$ cat config.mk
export PLATFORM = sky130hd
export DESIGN_NAME = sspipe_top
export DESIGN_NICKNAME = d
export VERILOG_FILES = /design/src/rtl/sspipe_pkg.sv /design/src/rtl/sspipe_cmd_stage.sv /design/src/rtl/sspipe_array.sv /design/src/rtl/sspipe_out_stage.sv /design/src/rtl/sspipe_top.sv
export SDC_FILE = /design/constraint.sdc
export NUM_CORES = 1
export LEC_CHECK = 0
export ABC_CLOCK_PERIOD_IN_PS = 2700
export BUFFER_PORTS_ARGS = -buffer_cell sky130_fd_sc_hd__clkbuf_2
export CAP_MARGIN = 15
export CORE_MARGIN = 2
export CORE_UTILIZATION = 50
export CTS_CLUSTER_SIZE = 20
export DETAILED_ROUTE_END_ITERATION = 8
export PLACE_DENSITY = 0.67
export SYNTH_ARGS = -nofsm -noshare
export SYNTH_HDL_FRONTEND = slang
export SYNTH_SLANG_ARGS = --single-unit
export TNS_END_PERCENT = 10
$ cat constraint.sdc
create_clock -name clk -period 2.7 [get_ports clk]
set_input_delay 0.675 -clock clk [delete_from_list [all_inputs] [get_ports clk]]
set_output_delay 0.675 -clock clk [all_outputs]
set_load 0.05 [all_outputs]
$ cat src/rtl/sspipe_pkg.sv
package sspipe_pkg;

  typedef enum logic [1:0] {
    CMD_IDLE  = 2'd0,
    CMD_READ  = 2'd1,
    CMD_WRITE = 2'd2
  } cmd_e;

  // Classify one sampled cycle from the select and write strobes.
  function automatic cmd_e decode_cmd(input logic selected, input logic gw,
                                      input logic bw, input logic any_byte);
    if (!selected) return CMD_IDLE;
    if (gw || (bw && any_byte)) return CMD_WRITE;
    return CMD_READ;
  endfunction

endpackage

$ cat src/rtl/sspipe_cmd_stage.sv
module sspipe_cmd_stage
  import sspipe_pkg::*;
#(
  parameter int AW     = 4,
  parameter int NBYTES = 4,
  parameter int BYTE_W = 8,
  localparam int W     = NBYTES * BYTE_W
) (
  input  logic              clk,
  input  logic              rst_n,
  input  logic              sleep,
  input  logic              selected,
  input  logic [AW-1:0]     addr,
  input  logic [W-1:0]      wr_data,
  input  logic [NBYTES-1:0] byte_en,
  input  logic              bw_en,
  input  logic              gw_en,
  output cmd_e              cmd_q,
  output logic [AW-1:0]     addr_q,
  output logic [W-1:0]      data_q,
  output logic [NBYTES-1:0] mask_q
);

  cmd_e              cmd_d;
  logic [NBYTES-1:0] mask_d;

  always_comb begin
    cmd_d  = sleep ? CMD_IDLE : decode_cmd(selected, gw_en, bw_en, |byte_en);
    mask_d = gw_en ? {NBYTES{1'b1}} : byte_en;
  end

  always_ff @(posedge clk or negedge rst_n) begin
    if (!rst_n) begin
      cmd_q  <= CMD_IDLE;
      addr_q <= '0;
      data_q <= '0;
      mask_q <= '0;
    end else begin
      cmd_q  <= cmd_d;
      addr_q <= addr;
      data_q <= wr_data;
      mask_q <= mask_d;
    end
  end

endmodule

$ cat src/rtl/sspipe_array.sv
module sspipe_array #(
  parameter int DEPTH  = 16,
  parameter int AW     = 4,
  parameter int NBYTES = 4,
  parameter int BYTE_W = 8,
  localparam int W     = NBYTES * BYTE_W
) (
  input  logic              clk,
  input  logic              we,
  input  logic [AW-1:0]     addr,
  input  logic [W-1:0]      wdata,
  input  logic [NBYTES-1:0] wmask,
  output logic [W-1:0]      rdata
);

  // One bank per byte lane; storage has no reset so contents are retained.
  for (genvar b = 0; b < NBYTES; b++) begin : g_lane
    logic [BYTE_W-1:0] bank [DEPTH];

    always_ff @(posedge clk) begin
      if (we && wmask[b]) bank[addr] <= wdata[b*BYTE_W +: BYTE_W];
    end

    assign rdata[b*BYTE_W +: BYTE_W] = bank[addr];
  end

endmodule

$ cat src/rtl/sspipe_out_stage.sv
module sspipe_out_stage #(
  parameter int W = 32
) (
  input  logic         clk,
  input  logic         rst_n,
  input  logic         mode_pipe,
  input  logic         s1_rd,
  input  logic         s1_wr,
  input  logic [W-1:0] arr_data,
  input  logic         oe,
  input  logic         sleep,
  output logic         pipe_vld,
  output logic [W-1:0] rd_data,
  output logic         rd_valid
);

  logic [W-1:0] pipe_data;
  logic         drive_int;

  always_ff @(posedge clk or negedge rst_n) begin
    if (!rst_n) begin
      pipe_vld  <= 1'b0;
      pipe_data <= '0;
    end else begin
      pipe_vld <= s1_rd;
      if (s1_rd) pipe_data <= arr_data;
    end
  end

  always_comb begin
    drive_int = mode_pipe ? (pipe_vld && !s1_wr) : s1_rd;
    rd_valid  = drive_int && oe && !sleep;
    rd_data   = rd_valid ? (mode_pipe ? pipe_data : arr_data) : '0;
  end

endmodule

$ cat src/rtl/sspipe_top.sv
module sspipe_top
  import sspipe_pkg::*;
#(
  parameter int DEPTH  = 16,
  parameter int NBYTES = 4,
  parameter int BYTE_W = 8,
  localparam int AW    = $clog2(DEPTH),
  localparam int W     = NBYTES * BYTE_W
) (
  input  logic              clk,
  input  logic              rst_n,
  input  logic              mode_pipe,
  input  logic              sel_a,
  input  logic              sel_b_n,
  input  logic [AW-1:0]     addr,
  input  logic [W-1:0]      wr_data,
  input  logic [NBYTES-1:0] byte_en,
  input  logic              bw_en,
  input  logic              gw_en,
  input  logic              oe,
  input  logic              sleep,
  output logic [W-1:0]      rd_data,
  output logic              rd_valid
);

  cmd_e              s1_cmd;
  logic [AW-1:0]     s1_addr;
  logic [W-1:0]      s1_data;
  logic [NBYTES-1:0] s1_mask;
  logic [W-1:0]      arr_data;
  logic              selected;
  logic              s1_rd;
  logic              s1_wr;
  logic              pipe_vld;

  assign selected = sel_a && !sel_b_n;
  assign s1_rd    = (s1_cmd == CMD_READ);
  assign s1_wr    = (s1_cmd == CMD_WRITE);

  sspipe_cmd_stage #(.AW(AW), .NBYTES(NBYTES), .BYTE_W(BYTE_W)) u_cmd (
    .clk(clk), .rst_n(rst_n), .sleep(sleep), .selected(selected),
    .addr(addr), .wr_data(wr_data), .byte_en(byte_en),
    .bw_en(bw_en), .gw_en(gw_en),
    .cmd_q(s1_cmd), .addr_q(s1_addr), .data_q(s1_data), .mask_q(s1_mask)
  );

  sspipe_array #(.DEPTH(DEPTH), .AW(AW), .NBYTES(NBYTES), .BYTE_W(BYTE_W)) u_arr (
    .clk(clk), .we(s1_wr), .addr(s1_addr), .wdata(s1_data),
    .wmask(s1_mask), .rdata(arr_data)
  );

  sspipe_out_stage #(.W(W)) u_out (
    .clk(clk), .rst_n(rst_n), .mode_pipe(mode_pipe),
    .s1_rd(s1_rd), .s1_wr(s1_wr), .arr_data(arr_data),
    .oe(oe), .sleep(sleep), .pipe_vld(pipe_vld),
    .rd_data(rd_data), .rd_valid(rd_valid)
  );

endmodule

== After elaboration in Yosys (flattened, before gate mapping) ==
Memories as Yosys holds them, arrays and structs flattened.
Cells that the tools add are included.
Word-level totals
  memories: 4
  input port bits: 49
  output and inout bits: 33
  register bits after elaboration: 75
  logic and storage cells: 45
  RAM bits: 512
Memory list
  u_arr.g_lane[0].bank: words 16, width 8, read ports 1, clocked after memory_dff 0, write ports 1, line sspipe_array.sv:18  | logic [BYTE_W-1:0] bank [DEPTH];
  u_arr.g_lane[1].bank: words 16, width 8, read ports 1, clocked after memory_dff 0, write ports 1, line sspipe_array.sv:18
  u_arr.g_lane[2].bank: words 16, width 8, read ports 1, clocked after memory_dff 0, write ports 1, line sspipe_array.sv:18
  u_arr.g_lane[3].bank: words 16, width 8, read ports 1, clocked after memory_dff 0, write ports 1, line sspipe_array.sv:18
Operators by class
  mux-type cells: 19
  equal/unequal tests: 2
  reductions and logical operators: 14
Operators with widths (count)
  $mux W32: 2
  $mux W1: 11
  $mux W2: 5
  $logic_and A1 B1 Y1: 9
  $mux W4: 1
  $reduce_or A4 Y1: 1
  $logic_not A1 Y1: 3
  $eq A2 B1 Y1 const B: 1
  $eq A2 B2 Y1 const B: 1
  $logic_or A1 B1 Y1: 1

== Logic depth before layout (Yosys ltp) ==
Gate-level depths: netlist of the first run.
  word-level depth: 8
  mapped depth: 7

== Modules after synthesis ==
From an unflattened synthesis of the first run, not the netlist that was laid out.
Second synthesis, totals
  cells, all modules: 1084
  area total of the unflattened synthesis: 22700.5 sq um
By module, submodules not included
  sspipe_array: cells an instance 878, sequential area each 15374.7 sq um, area each 19486.2 sq um, times used 1
  sspipe_out_stage: cells an instance 152, sequential area each 825.8 sq um, area each 2073.2 sq um, times used 1
  sspipe_cmd_stage: cells an instance 51, sequential area each 1051.0 sq um, area each 1119.8 sq um, times used 1
  sspipe_top: cells an instance 3, sequential area each 0.0 sq um, area each 21.3 sq um, times used 1

== Worst setup path after synthesis of the first run ==
OpenSTA, ideal clock, no wires.
  kind: input port to output port
  start: input port sleep
  end: output port rd_data[30]
  stages on the path: 5
  data arrival time: 2.560 ns
  path slack: -0.535 ns
  path buffers: 1
  cell sequence: nand2b_1 nor4b_1 clkbuf_1 inv_1 o221ai_1
Between the ends
  cells in the longest elaborated chain, start to end: 3
RTL lines
  start: declaration: line sspipe_top.sv:21  | input logic sleep,
  $logic_not A1 Y1: line sspipe_out_stage.sv:32  | rd_valid = drive_int && oe && !sleep;
  $logic_and A1 B1 Y1: line sspipe_out_stage.sv:32
  $mux W32: line sspipe_out_stage.sv:33  | rd_data = rd_valid ? (mode_pipe ? pipe_data : arr_data) : '0;
  end: declaration: line sspipe_top.sv:22  | output logic [W-1:0] rd_data,
No other way between the ends.

== Final worst setup path of the first run ==
  start: register u_cmd.addr_q[0]
  end: output port rd_data[29]
Between the ends
  cells in the longest elaborated chain, start to end: 3
RTL lines
  start: declaration: line sspipe_cmd_stage.sv:19  | output logic [AW-1:0] addr_q,
  start signal: assignment: line sspipe_cmd_stage.sv:40  | addr_q <= addr;
  $mem_v2 Z16 W8
  $mux W32 (2 in series): line sspipe_out_stage.sv:33
No other way between the ends.

==> results.md, run 1 <==
- Post-route ant nets: 0
- Crit path max-delay family: buffers and inverters
- Switching portion of total power: 0.201
- Seq pwr share: 0.524
- Register area share after synthesis: 0.760
- Slew Limit Fails: 0
- Num Clock Sinks: 587
- Die X: 217 um
- Clock-pin slew on the worst setup and hold paths: 0.06 ns
- Critical Path AT: 3.05 ns
- Finished Core Util: 0.613
- Initial cell density of the core: 0.503
- Syn-to-layout area delta: 21.9%
- Final setup margin: -1.03 ns
- Post-route clock period utilization: 1.38
- Syn nets: 1163
- Layout cells sized above 1: 0.383
- Post-DP Area: 25000 sq um
- CTS Buffer Depth: 3
- Setup violators final: 32
- Fin crit period: 3.73 ns
- Initial DRC count: 1243
- Nets: 1398
- Syn Inst Count: 1114
- Most frequent cells in the layout: edfxtp_1 (512), mux4_2 (128), buf_4 (118)
- Nature of the critical path endpoint: output port
- Asr flop ratio synth: 0.128
- CP peak stage delay: 0.52 ns
- Total gr overflow: 0
- Final instance area: 27700 sq um
- Critical path origin: u_cmd.addr_q[0]
- Clk_skew: 0.0128 ns
- Vias in the first global route: 12000
- Drt first pass iters: 6
- Maxcap violations: 0
- Total power: 0.0195 W
- Fmax: 268 MHz
- Final Wtd Congestion: 0.754
- Failing checks: negative setup slack
- Area of the multi-input gates: 5140 sq um
- Actual slew at the worst max-slew pin: 0.650 ns
- Crit-path max FO: 4
- Worst min path class: in2async
- HPWL after DPL: 30100 um
- Unique masters post-synth: 28
- Clock power share: 0.427
- Crit path cell chain: buf_12 > buf_12 > buf_4 > buf_8 > mux4_2 > mux2_2 > a222oi_1 > buf_4 > inv_1 > clkbuf_8
- Seq cells post-synth: 587
- First-pass GRT wire length: 74800 um
- Pint: 0.0156 W
- WHS: 0.0911 ns
- Sequential cell area: 17300 sq um
- Synth Warn #: 0
- Synth Area per Inst: 20.4 sq um
- Vias/cell: 5.77
- Combinational power share: 0.049
- CTS Buf Count: 58
- Clk root buf: clkbuf_16
- Status: complete, but fails checks
- Vert. Die Dim: 217 um
- Critical path data required time: 2.03 ns
- Slowest CP cell: dfrtp_4
- Via Count: 11500
- Filler instances: 3160
- Number of port buffers: 81
- Std cell rows: 78
- GRT Total Usage: 0.216
- RSZ-0062 raised after global routing: true
- Reg-to-Reg Start: u_cmd.addr_q[0]
- Post-synth EDFFs: 512
- Worst vdd ir: 0.616 mV
- Commonest non-fill, non-tap cell in the layout: edfxtp_1
- Worst Path Buf+Inv: 7
- Routed len/inst: 24.7 um
- Worst skew pair latency: 0.61 ns
- Slew headroom: 0.567
- Htree depth: 2
- CTS tree: yes
- Hold-fix buffers, CTS: 0
- CP Launch Type: flop
- Switching power: 0.00393 W
- DRC viols: 0
- Main synth FF type: edfxtp_1
- Leak pwr: 9.81 nW
- Routed wire length: 49400 um
- Crit path kind: reg2out
- Cell Pwr Density: 707 nW/um^2
- Initial antenna violation count: 0
- Io pins: 82
- Core area: 45100 sq um
- Largest net degree at the start of global routing: 40
- Hold Violations, Final: 0
- Area of the die: 47100 sq um
- Netlist Area Pre-Place: 22700 sq um
## sequential cells by signal, summed over array words and instances, names as in the netlist
signal	flops
u_cmd.data_q	32
u_cmd.mask_q	4
u_cmd.addr_q	4
u_out.pipe_data	32
u_cmd.cmd_q	2
u_arr.g_lane.bank	512
u_out.pipe_vld	1
## cells in the mapped netlist, drive strengths merged (2+ instances only)
master / n / area share
mux2i: 33 / 0.015
o21ai: 32 / 0.0071
clkbuf: 39 / 0.0065
dfrtp: 75 / 0.083
buf: 24 / 0.0073
nor2b: 5 / 0.0014
mux2: 63 / 0.031
a222oi: 31 / 0.014
edfxtp: 512 / 0.68
nand2: 48 / 0.0079
nand2b: 2 / 0.00055
inv: 34 / 0.0056
or2: 4 / 0.0011
nor2: 69 / 0.011
nand3: 6 / 0.0013
mux4: 128 / 0.13
## through the flow
| stage | TNS (ns) | setup slack (ns) | instances |
|---|---|---|---|
| after floorplan | -0.944 | -0.0331 | 1114 |
| after global placement | -9.11 | -0.564 | 1864 |
| after detailed placement | -9.80 | -0.569 | 1864 |
| after CTS | -29.32 | -1.03 | 1993 |
| after global routing | -31.31 | -1.15 | 1998 |
| final | -28.52 | -1.03 | 1999 |
## power by group through the flow
stage | logic, W | registers [W] | clock network [W]
2_1_floorplan | 0.000571 | 0.0103 | 0
3_3_place_gp | 0.000855 | 0.0104 | 0
3_5_place_dp | 0.000874 | 0.0104 | 0
4_1_cts | 0.000947 | 0.0102 | 0.00849
5_1_grt | 0.00103 | 0.0103 | 0.00886
6_report | 0.000948 | 0.0102 | 0.00835
## final timing paths
kind / end / slack [ns] / cells after the start
hold / removal: u_cmd.data_q[2] / 0.09 / 1
hold reg to reg: u_out.pipe_data[28] / 0.49 / 2
max in group asynchronous: u_cmd.addr_q[1] / 1.91 / 2
setup / recovery: rd_data[29] / -1.03 / 10
setup reg to reg: u_out.pipe_data[30] / 0.41 / 10
min in group clk: u_cmd.data_q[29] / 0.17 / 1
## per-layer routing
metal,track usage,up-vias,part of all wire,routed length (um)
li1,-,4991,-,-
met1,0.300,6089,0.41,20200
met2,0.359,390,0.51,25000
met3,0.0331,66,0.064,3150
met4,0.0642,0,0.021,1030
met5,0,-,0,0
## area by class of cell
type | count | area share
Timing Repair Buffer | 238 | 0.0858
Tap cell | 600 | 0.0272
Sequential cell | 587 | 0.624
Clock buffer | 81 | 0.0590
Multi-Input combinational cell | 430 | 0.186
Antenna cell | 1 | 0.0000905
Clock inverter | 28 | 0.0132
Inverter | 34 | 0.00462
## logic make-up (layout without fill, tap and decap cells)
family                 after synthesis  in the layout  share of synthesized area
AOI/OAI and AO/OA                   66             66                     0.0217
other                                0              1                          0
buffers and inverters               97            381                     0.0194
and+or+nand+nor                    140            140                     0.0257
muxes                              224            224                      0.173
DFF                                587            587                      0.760
## timing repair
action / in CTS / in global routing
gates cloned: 3 / 0
pin swaps: 24 / 5
setup endpoints to repair: 32 / 33
buffers inserted: 17 / 6
gates resized for setup: 75 / 18
Note: power is estimated with default switching activity, not from simulation.
==> inputs of run 2 (changes only) <==
HOLD_SLACK_MARGIN = 0.1   (was not set)
RECOVER_POWER = 25   (was not set)
==> run 2 against run 1 <==
Net effect: the flow still finishes with violations (negative setup slack); combinational power about the same; worst hold slack better by 0.078 ns; power hardly changed; register-to-register slack about the same; flip-flop and latch count unchanged; final cell count about the same; first-iteration DRC count shrank 2.9%; critical path type unchanged.
==> results.md, run 2 (synthesis gave the netlist of run 1 again) <==
- Hold Violations, Final: 0 (unchanged)
- Commonest non-fill, non-tap cell in the layout: edfxtp_1 (unchanged)
- Post-route clock period utilization: 1.38 (about the same)
- GRT Total Usage: 0.216 (unchanged)
- Setup violators final: 32 (unchanged)
- Status: complete, but fails checks (unchanged)
- Clk_skew: 0.0146 ns (was 0.0128 ns)
- Setup TNS Final: -28.36 ns (was -28.52 ns)
- Sequential cell area: 17300 sq um (unchanged)
- Critical path origin: u_cmd.addr_q[0] (unchanged)
- Routed wire length: 49400 um (about the same)
- CTS Buf Count: 58 (unchanged)
- Vias/cell: 5.77 (about the same)
- CP Launch Type: flop (unchanged)
- Number of port buffers: 81 (unchanged)
- Syn-to-layout area delta: 21.9% (about the same)
- Slew headroom: 0.568 (was 0.567)
- Largest register FFs: 512 (unchanged)
- Layout cells sized above 1: 0.381 (was 0.383)
- Leak pwr: 9.81 nW (about the same)
- Vias in the first global route: 12000 (unchanged)
- Worst vdd ir: 0.613 mV (was 0.616 mV)
- Met1 usage: 0.300 (unchanged)
- Worst min path class: in2reg (was in2async)
- Routed len/inst: 24.7 um (about the same)
- Crit path kind: reg2out (unchanged)
- Initial antenna violation count: 0 (unchanged)
- CP peak stage delay: 0.52 ns (about the same)
- Cell Pwr Density: 706 nW/um^2 (was 707 nW/um^2)
- Nets: 1399 (was 1398)
- RSZ-0062 raised after global routing: true (unchanged)
- Std cell rows: 78 (unchanged)
- GRT busiest layer: met2 (unchanged)
- Fmax: 269 MHz (was 268 MHz)
- Area of the die: 47100 sq um (unchanged)
- CTS tree: yes (unchanged)
- Reg-to-Reg Start: u_cmd.addr_q[0] (unchanged)
- R2R depth: 10 (unchanged)
- Regs by FF count: u_arr.g_lane.bank x512, u_cmd.data_q x32, u_out.pipe_data x32 (unchanged)
- Initial DRC count: 1207 (was 1243)
- Most frequent cells in the layout: edfxtp_1 (512), mux4_2 (128), buf_4 (118) (unchanged)
- Nature of the critical path endpoint: output port (unchanged)
- Reg2reg end: u_out.pipe_data[30] (unchanged)
- Io pins: 82 (unchanged)
- Met3 usage in global routing: 0.0331 (unchanged)
- Clk root buf: clkbuf_16 (unchanged)
- End of the critical path: rd_data[29] (unchanged)
- Filler instances: 3160 (unchanged)
- Final Wtd Congestion: 0.754 (unchanged)
- Via Count: 11500 (about the same)
- Htree depth: 2 (unchanged)
- Final setup margin: -1.02 ns (was -1.03 ns)
- Largest reg by FF count: u_arr.g_lane.bank (unchanged)
- Crit-path max FO: 4 (unchanged)
- Area of the multi-input gates: 5140 sq um (unchanged)
- Num Clock Sinks: 587 (unchanged)
- Total power: 0.0195 W (about the same)
- Largest net degree at the start of global routing: 40 (unchanged)
- HPWL after DPL: 30100 um (unchanged)
- First-pass GRT wire length: 74800 um (unchanged)
- Maxcap violations: 0 (unchanged)
- Post-route ant nets: 0 (unchanged)
- Initial cell density of the core: 0.503 (unchanged)
- Crit path cell chain: buf_12 > buf_12 > buf_4 > buf_8 > mux4_2 > mux2_2 > a222oi_1 > buf_4 > inv_1 > clkbuf_8 (unchanged)
- Clock-pin slew on the worst setup and hold paths: 0.06 ns (about the same)
- Critical Path AT: 3.05 ns (about the same)
- GR met2 Demand/Resource: 0.359 (unchanged)
- Failing checks: negative setup slack (unchanged)
- Fin crit period: 3.72 ns (was 3.73 ns)
- Die X: 217 um (unchanged)
- Total gr overflow: 0 (unchanged)
- Drt first pass iters: 8 (was 6)
- Slowest CP cell: dfrtp_4 (unchanged)
- Worst skew pair latency: 0.61 ns (about the same)
- Critical path data required time: 2.03 ns (about the same)
- Core area: 45100 sq um (unchanged)
- CTS Buffer Depth: 3 (unchanged)
- Actual slew at the worst max-slew pin: 0.648 ns (was 0.650 ns)
- Worst reg-to-reg setup slack: 0.41 ns (about the same)
- Vert. Die Dim: 217 um (unchanged)
- Slew Limit Fails: 0 (unchanged)
- DRC viols: 0 (unchanged)
[run 2: cell types whose count changed in the layout (fill, tap and decap cells not counted), sizes merged]
cell | before | now
dlygate4sd3 | 0 | 1
[run 2: repair_timing]
item / in CTS / in global routing
gates cloned: 3 / 0
endpoints found under the hold margin: 1 / 0
setup buffers: 17 / 6
hold buffers: 1 / 0
resized for setup: 75 / 18
pin swaps: 24 / 5
setup endpoints to repair: 32 / 33
[run 2: how the worst min path moves through the flow]
| stage | slack, ns | cells after the start | end | start |
|---|---|---|---|---|
| global placement | 0.46 | 2 | u_out.pipe_data[15] | u_out.pipe_data[15] |
| CTS | 0.14 | 1 | u_cmd.data_q[18] | wr_data[18] |
| global route | 0.15 | 1 | u_cmd.data_q[17] | wr_data[17] |
| finish | 0.17 | 1 | u_cmd.data_q[29] | wr_data[29] |
| floorplan | 0.38 | 0 | u_cmd.addr_q[0] | rst_n |
| detailed placement | 0.47 | 2 | u_out.pipe_data[17] | u_out.pipe_data[17] |
[run 2: layer usage]
layer / vias to the layer above / wire length [um]
met5: - / 0
met4: 0 / 1070
met3: 67 / 3190
met2: 420 / 25000
met1: 6053 / 20200
li1: 4992 / -
[run 2: cell type report]
cell class | count | share of cell area
flip-flops and latches | 587 | 0.624
multi-input cells | 430 | 0.186
repair buffers | 239 | 0.0860
clock buffers | 81 | 0.0590
well taps | 600 | 0.0271
clock inverters | 28 | 0.0132
inverters | 34 | 0.00461
diodes | 1 | 0.0000905
[run 2: per-stage QoR]
step           instances  worst slack (ns)  area, sq um  hold slack [ns]  utilization
2_1_floorplan       1114           -0.0331        22700            0.379            -
3_3_place_gp        1864            -0.564        25000            0.460        0.555
3_5_place_dp        1864            -0.569        25000            0.470        0.555
4_1_cts             1994             -1.03        27600            0.141        0.612
5_1_grt             1999             -1.15        27700            0.151        0.613
6_report            2000             -1.02        27700            0.169        0.613
[run 2: worst max-delay path, delay by kind of cell, from the launching register on]
kind / cells / cell delay [ns]
flops: 1 / 0.52
buf+inv: 7 / 0.96
mux: 2 / 0.73
compound gates: 1 / 0.23
[run 2: report_power, final]
part           total [W]  leakage [nW]  internal, W  switching (W)
Sequential        0.0102          5.51       0.0101       0.000192
Combinational   0.000949          3.33     0.000504       0.000445
Clock            0.00834         0.971      0.00506        0.00327
Total             0.0195          9.81       0.0156        0.00391
==> inputs of run 3 (changes only) <==
ABC_CLOCK_PERIOD_IN_PS = 4500   (was 2700)
CORE_UTILIZATION = 45   (was 50)
PLACE_DENSITY = not set   (was 0.67)
clock period = 4.5 ns   (was 2.7 ns; I/O delays follow)
==> run 3 against run 2 <==
Net effect: the run now ends clean; wire length is 4.8% lower; global-route usage is 3.3 points lower; sequential power is 40% lower; first-iteration DRC count is 18% lower; critical path type unchanged; critical endpoint is now rd_data[10].
==> results.md, run 3 (synthesis gave the netlist of run 1 again) <==
- Via Count: 10700 (was 11500)
- Final setup margin: 0.224 ns (was -1.02 ns)
- Initial antenna violation count: 0 (unchanged)
- Leak pwr: 8.88 nW (was 9.81 nW)
- Layout cells sized above 1: 0.313 (was 0.381)
- Hold Violations, Final: 0 (unchanged)
- Largest net degree at the start of global routing: 44 (was 40)
- Nature of the critical path endpoint: output port (unchanged)
- Core area: 50000 sq um (was 45100 sq um)
- Area of the die: 52200 sq um (was 47100 sq um)
- Maxcap violations: 0 (unchanged)
- Ant. Diodes: 0 (was 1)
- Final Wtd Congestion: 0.759 (was 0.754)
- Actual slew at the worst max-slew pin: 1.13 ns (was 0.648 ns)
- CTS tree: yes (unchanged)
- Drt first pass iters: 7 (was 8)
- Largest reg by FF count: u_arr.g_lane.bank (unchanged)
- Slowest CP cell: mux4_2 (was dfrtp_4)
- Post-route ant nets: 0 (unchanged)
- Worst reg-to-reg setup slack: 1.64 ns (was 0.41 ns)
- Vias/cell: 5.48 (was 5.77)
- Crit-path max FO: 20 (was 4)
- CP Launch Type: flop (unchanged)
- CTS Buf Count: 59 (was 58)
- Critical path data required time: 3.38 ns (was 2.03 ns)
- RSZ-0062 raised after global routing: false (was true)
- Resized Gates After CTS: 0 (was 75)
- WHS: 0.478 ns (was 0.169 ns)
- Die X: 229 um (was 217 um)
- Clk root buf: clkbuf_16 (unchanged)
- Num Clock Sinks: 587 (unchanged)
- Switching power: 0.00232 W (was 0.00391 W)
- Crit path kind: reg2out (unchanged)
- Number of port buffers: 81 (unchanged)
- Worst min path class: reg2reg (was in2reg)
- Clock-pin slew on the worst setup and hold paths: 0.06 ns (about the same)
- Finished Layout Cells: 1958 (was 2000)
- Slew Limit Fails: 0 (unchanged)
- Clk_skew: 0.0160 ns (was 0.0146 ns)
- Cell count after placement: 1839 (was 1864)
- Worst vdd ir: 0.252 mV (was 0.613 mV)
- Most frequent cells in the layout: edfxtp_1 (512), mux4_2 (128), clkbuf_2 (76) (was edfxtp_1 (512), mux4_2 (128), buf_4 (118))
- Setup violators final: 0 (was 32)
- Combinational power share: 0.042 (was 0.049)
- DRC viols: 0 (unchanged)
- Routed wire length: 47000 um (was 49400 um)
- Seq pwr share: 0.543 (was 0.525)
- Critical Path AT: 3.15 ns (was 3.05 ns)
- Place WS: 0.651 ns (was -0.569 ns)
- Switching portion of total power: 0.204 (was 0.200)
- Clock power share: 0.415 (was 0.427)
- Worst skew pair latency: 0.61 ns (about the same)
- Initial cell density of the core: 0.454 (was 0.503)
- First-pass GRT wire length: 70800 um (was 74800 um)
- Slew headroom: 0.247 (was 0.568)
- Initial DRC count: 989 (was 1207)
- Fmax: 234 MHz
- Status: completed (was complete, but fails checks)
- Cell mode on critical path: buf_12
- Routed len/inst: 24.0 um (was 24.7 um)
- Regs by FF count: u_arr.g_lane.bank x512, u_cmd.data_q x32, u_out.pipe_data x32 (unchanged)
- Crit path cell chain: buf_12 > buf_12 > mux4_2 > mux2_2 > a222oi_1 > inv_1 > clkbuf_2 (was buf_12 > buf_12 > buf_4 > buf_8 > mux4_2 > mux2_2 > a222oi_1 > buf_4 > inv_1 > clkbuf_8)
- HPWL after DPL: 29700 um (was 30100 um)
- CTS Buffer Depth: 3 (unchanged)
- Total gr overflow: 0 (unchanged)
- Post-CTS Setup Repair Bufs: 0 (was 17)
- Nets: 1286 (was 1399)
- CP peak stage delay: 0.52 ns (about the same)
- Syn-to-layout area delta: 14.5% (was 21.9%)
- Hold-fix buffers, CTS: 0 (was 1)
- Htree depth: 2 (unchanged)
- Io pins: 82 (unchanged)
- Std cell rows: 82 (was 78)
- Fin crit period: 4.28 ns
- Post-route clock period utilization: 0.950
- Cell Pwr Density: 437 nW/um^2 (was 706 nW/um^2)
- GRT Total Usage: 0.183 (was 0.216)
- Setup TNS Final: 0 ns (was -28.36 ns)
- Finished Core Util: 0.520 (was 0.613)
- Vias in the first global route: 11200 (was 12000)
- Largest register FFs: 512 (unchanged)
- Pint: 0.00903 W (was 0.0156 W)
- Commonest non-fill, non-tap cell in the layout: edfxtp_1 (unchanged)
- Vert. Die Dim: 229 um (was 217 um)
==> run 3: cell count changes in the layout (fill, tap and decap cells not counted), moves of 13 or more <==
cell	change
buf_4	-85
clkbuf_2	+30
buf_12	-24
mux2_2	+17
mux2_4	-17
clkbuf_8	-15
clkbuf_1	+13
==> run 3: worst max-delay path, delay by kind of cell (launching register included) <==
family / cells / cell delay, ns
muxes: 2 / 0.83
DFF: 1 / 0.51
buffers and inverters: 4 / 0.82
AOI/OAI and AO/OA: 1 / 0.35
==> run 3: per-stage QoR <==
stage	power (W)	instance area [sq um]
6_report	0.0113	26000
5_1_grt	0.0117	26000
4_1_cts	0.0115	25900
3_5_place_dp	0.00675	24100
3_3_place_gp	0.00673	24100
2_1_floorplan	0.00655	22700
==> run 3: cell type report <==
| class | count | area, sq um |
|---|---|---|
| fill | 3951 | 24000 |
| sequential | 587 | 17300 |
| multi-input combinational | 430 | 5030 |
| clock buffer | 97 | 1720 |
| timing repair buffer | 125 | 867 |
| tap | 672 | 841 |
| clock inverter | 13 | 140 |
| inverter | 34 | 128 |
==> run 3: power groups by stage <==
stage	sequential (W)	clock, W	combinational [W]
after detailed placement	0.00627	0	0.000476
after global routing	0.00618	0.00503	0.000518
after CTS	0.00616	0.00481	0.000477
final	0.00616	0.00471	0.000474
after global placement	0.00627	0	0.000468
after floorplan	0.00621	0	0.000341
==> run 3: layer usage <==
layer  part of all wire  up-vias  global-route usage
met5                  0        -                   0
met4              0.029        0              0.0609
met3              0.056       80              0.0393
met2               0.49      300               0.297
met1               0.43     5608               0.249
li1                   -     4746                   -
==> run 3: path summary, 6_finish.rpt <==
check | depth (start not counted) | startpoint | endpoint
max in group asynchronous | 2 | rst_n | u_cmd.addr_q[1]
hold / removal | 2 | u_out.pipe_data[6] | u_out.pipe_data[6]
setup / recovery | 7 | u_cmd.addr_q[0] | rd_data[10]
setup reg to reg | 4 | u_cmd.addr_q[3] | u_arr.g_lane[1].bank[7][0]
min in group asynchronous | 1 | rst_n | u_cmd.data_q[30]
hold reg to reg | 2 | u_out.pipe_data[6] | u_out.pipe_data[6]
